## src/rtl/ir_tx_modulator.sv

```systemverilog
module ir_tx_modulator #(
  parameter int CLK_HZ        = 48_000_000,
  parameter int CARRIER_HZ    = 500_000,
  parameter int TICKS_PER_BIT = 16,
  parameter int PULSE_TICKS   = 3,
  parameter bit ACTIVE_HIGH   = 1'b1
) (
  input  logic clk,
  input  logic rst_n,
  input  logic en,
  input  logic baud_tick,
  input  logic ser_in,
  input  logic mode_ask,
  input  logic ir_sel,
  output logic txd_out
);

  localparam int HALF = CLK_HZ / (2 * CARRIER_HZ);
  localparam int CW   = $clog2(TICKS_PER_BIT);
  localparam int DW   = (HALF > 1) ? $clog2(HALF) : 1;

  logic          cur_bit;
  logic [CW-1:0] tick_cnt;
  logic [DW-1:0] div_cnt;
  logic          carrier;

  logic bit_wrap, bit_start, zero_start, div_end;
  logic pulse_on, ask_on, emit, ir_lvl;

  assign bit_wrap   = tick_cnt == CW'(TICKS_PER_BIT - 1);
  assign bit_start  = baud_tick & ((ser_in != cur_bit) | bit_wrap);
  assign zero_start = bit_start & ~ser_in;
  assign div_end    = div_cnt == DW'(HALF - 1);

  always_ff @(posedge clk or negedge rst_n) begin
    if (!rst_n) begin
      cur_bit  <= 1'b1;
      tick_cnt <= '0;
    end else if (baud_tick) begin
      cur_bit  <= ser_in;
      tick_cnt <= bit_start ? '0 : tick_cnt + 1'b1;
    end
  end

  always_ff @(posedge clk or negedge rst_n) begin
    if (!rst_n) begin
      div_cnt <= '0;
      carrier <= 1'b0;
    end else if (zero_start) begin
      div_cnt <= '0;
      carrier <= 1'b1;
    end else if (div_end) begin
      div_cnt <= '0;
      carrier <= ~carrier;
    end else begin
      div_cnt <= div_cnt + 1'b1;
    end
  end

  assign pulse_on = ~cur_bit & (tick_cnt < CW'(PULSE_TICKS));
  assign ask_on   = ~cur_bit & carrier;
  assign emit     = en & (mode_ask ? ask_on : pulse_on);
  assign ir_lvl   = ACTIVE_HIGH ? emit : ~emit;
  assign txd_out  = ir_sel ? ir_lvl : ser_in;

  p_mark_quiet_r3: assert property (@(posedge clk) disable iff (!rst_n)
    (baud_tick && ser_in) |=> !emit);

  p_pulse_start_r2: assert property (@(posedge clk) disable iff (!rst_n)
    (baud_tick && !ser_in && bit_start && !mode_ask && en) |=> emit);

  p_pulse_end_r2: assert property (@(posedge clk) disable iff (!rst_n)
    (baud_tick && !bit_start && tick_cnt == CW'(PULSE_TICKS - 1) && !mode_ask) |=> !emit);

  p_carrier_restart_r5: assert property (@(posedge clk) disable iff (!rst_n)
    zero_start |=> (carrier && div_cnt == '0));

  p_carrier_hold_r4: assert property (@(posedge clk) disable iff (!rst_n)
    (!zero_start && !div_end) |=> $stable(carrier));

  p_bit_wrap_r5: assert property (@(posedge clk) disable iff (!rst_n)
    (baud_tick && bit_wrap) |=> tick_cnt == '0);

endmodule

```

## config.mk

```make
export PLATFORM = sky130hd
export DESIGN_NAME = ir_tx_modulator
export DESIGN_NICKNAME = d
export VERILOG_FILES = /design/src/rtl/ir_tx_modulator.sv
export SDC_FILE = /design/constraint.sdc
export NUM_CORES = 1
export LEC_CHECK = 0
export CORE_UTILIZATION = 40
export DETAILED_ROUTE_END_ITERATION = 8
export PLACE_DENSITY = 0.71
export SYNTH_ARGS = -nofsm -noshare
export SYNTH_HDL_FRONTEND = slang
export SYNTH_SLANG_ARGS = --single-unit
```

## constraint.sdc

```tcl
create_clock -name clk -period 2.41 [get_ports clk]
set_input_delay 0.482 -clock clk [delete_from_list [all_inputs] [get_ports clk]]
set_output_delay 0.482 -clock clk [all_outputs]
set_load 0.02 [all_outputs]
```

==> impl_results.md <==
- Layout area overhead: 23.0%
- Clock Latency Late Sink: 0.27 ns
- Routability cong.: around 0.67
- Die X-Extent: around 40 um
- Non-Filler Instances: 86
- First-pass DRT Iterations: 3
- Worst path cell trace: ha_1 > nor4_1 > a21oi_1 > o32ai_1 > clkbuf_2
- # setup viols final: 0
- Row count: 13
- Final worst path period share: 90.3%
- WS Path Type: reg -> out
- Pre-CTS WS: -0.124 ns
- Min cycle time layout: between 2 and 2.5 ns
- Critical path buffer and inverter count: 1
- CTS Hold Bufs: 0
- Post-CTS Resized: 1
- Initial antenna violation count: 0
- Max Clock Skew: roughly 0.011 ns
- PwrDens: roughly 840 nW/um2
- Core box area: around 1300 um2
- Filler instances: around 120
- Cells after synthesis: between 50 and 60
- Post-CTS Setup Repair Bufs: 0
- Detail Route Antenna Nets: 0
- Hold slack: between 0.4 and 0.5 ns
- Port bufs: 7
- Finished Core Util: 54.2%
- Vias/cell: 5.34
- I/O Pins: 8
- Max Slew Vio Count: 0
- Slowest library cell on the worst path: dfrtp_1
- Tot GR Track Use: about 17%
- Worst Hold Class: reg -> reg
- Vias: 459
- Mean Syn Cell Area: ~10 um2
- Critical path data required time: around 1.9 ns
- Clock tree buffer depth: 2
- Distinct cells, synth: 27
- DRC Markers: 0
- Die H: a little over 40 um
- Arr. time, crit path: roughly 1.7 ns
- Hold Vio Cnt, Final: 0
- Hpwl dp: 819 um
- Rel. slew slack: between 60% and 70%
- Peak Freq: 459 MHz
- Total chip power: approximately 610 uW
- Clock sinks: 12
- PnR worst setup slack: 0.233 ns
- CTS root buf: clkbuf_4
- Sequential share of the synthesized area: between 50% and 60%
- CP Capture Type: primary output
- Number of global-route vias before repair: ~410
- Crit path largest cell delay: between 0.4 and 0.5 ns
- # diodes: 0
- Share of cells above drive strength 1: 15.5%
- Peak VDD IR: 0.578 mV
- Avg WL per Cell: roughly 13 um
- Pin count of the biggest net entering global routing: 13
- Post-synthesis cell area: approximately 590 um2
- Initial Util: around 44%
- Crit path max fanout: 4
- Setup slack, reg-to-reg: 0.77 ns
- Startpoint Class: flip-flop
- Synth Net Count: between 60 and 70
- Inst Count DP: around 80
- Outcome: finished clean
- # H-tree levels: 1
- RSZ-0062 raised after global routing: false
- Die Footprint: approximately 1600 um2
- Initial DRC count: 7
- Synth warn: 0
- Final wirelength: between 1000 and 1500 um
- First-pass GRT wire length: 1760 um
- Clock Pin Slew Worst Setup and Hold Paths: roughly 0.080 ns
- Max cap viols: 0
- Overflow after GRT: 0
- Worst-Margin Slew: around 0.56 ns
- Final net count: slightly above 80
- CTS Buf Count: 3
- Leak: 0.316 nW
- FF+latch count, synth: 12
- Top delay family on crit path: flip-flops
- TritonCTS clock tree: yes
-- cells in the final DEF, fill, tap and decap left out, types with 2 or more instances in the layout --
master / instances
o21ai_0: 4
nor3_1: 3
nand3_1: 3
xor2_1: 3
clkdlybuf4s50_1: 6
dfrtp_1: 11
clkbuf_4: 3
buf_4: 2
nand2_1: 6
inv_1: 2
ha_1: 2
a21oi_1: 2
nor2_1: 4
o32ai_1: 2
-- report_power, final --
group          total [mW]  internal [mW]  leakage (nW)  switching, mW
sequential          0.307          0.257         0.149         0.0499
clock               0.159         0.0918        0.0210         0.0676
combinational       0.144         0.0759         0.146         0.0679
total               0.610          0.425         0.316          0.185
-- cell type report --
type / count / area (um2) / share of cell area [%]
well taps: 15 / 18.8 / 2.60
clock buffers: 4 / 36.3 / 5.02
inverters: 3 / 11.3 / 1.56
repair buffers: 9 / 80.1 / 11.1
multi-input cells: 43 / 275 / 38.1
flip-flops and latches: 12 / 302 / 41.7
-- cells by family (layout without fill, tap and decap cells) --
logic type | Yosys count | count (layout) | share of synthesized area, %
and+or+nand+nor | 23 | 23 | 19.8
AOI/OAI and AO/OA | 13 | 13 | 14.9
DFF | 12 | 12 | 51.3
xor gates and xnor gates | 4 | 4 | 5.96
buffers and inverters | 3 | 16 | 1.91
adders and majority gates | 2 | 2 | 4.25
muxes | 1 | 1 | 1.91
-- metrics by stage --
step	setup TNS [ns]	area, um2
after floorplan	0	588
after CTS	0	727
final	0	723
after global routing	0	723
after detailed placement	-0.124	692
after global placement	-0.128	692
-- worst paths after layout --
check | depth (start not counted) | endpoint | startpoint
worst max-delay path | 5 | txd_out | tick_cnt[0]
worst min-delay path | 1 | div_cnt[0] | div_cnt[0]
worst max register to register | 5 | carrier | tick_cnt[0]
worst min register to register | 1 | div_cnt[0] | div_cnt[0]
max in group asynchronous | 1 | cur_bit | rst_n
min in group asynchronous | 1 | tick_cnt[0] | rst_n
-- cells in the mapped netlist, drive strengths merged --
cell type | number | area, um2
dfrtp | 11 | 275
nand2 | 6 | 22.5
nor2 | 4 | 15.0
o21ai | 4 | 20.0
inv | 3 | 11.3
nand3 | 3 | 15.0
nor3 | 3 | 15.0
xor2 | 3 | 26.3
a21oi | 2 | 10.0
ha | 2 | 25.0
o32ai | 2 | 17.5
a21o | 1 | 7.51
a31o | 1 | 8.76
a31oi | 1 | 6.26
dfstp | 1 | 26.3
mux2 | 1 | 11.3
nand2b | 1 | 6.26
nor2b | 1 | 6.26
nor4 | 1 | 6.26
o221ai | 1 | 8.76
o2bb2ai | 1 | 8.76
or2b | 1 | 7.51
or3 | 1 | 6.26
or3b | 1 | 8.76
or4 | 1 | 7.51
xnor2 | 1 | 8.76
-- state kept, by name (all words and copies together) (netlist names) --
register	count
carrier	1
cur_bit	1
div_cnt	6
tick_cnt	4
-- layer usage --
metal / share of wire, % / global-route usage, %
met5: 0 / 0
met4: 0.62 / 7.50
met1: 49 / 20.7
met2: 46 / 26.2
met3: 4.1 / 8.33
-- worst register-to-register path, stage by stage, from the launching register on --
cell and delay, ns:
dfrtp_1 0.41, ha_1 0.23, buf_4 0.15, a31oi_1 0.24, nor3_1 0.12, or3b_1 0.37
Power figures use the tool's default switching activity.
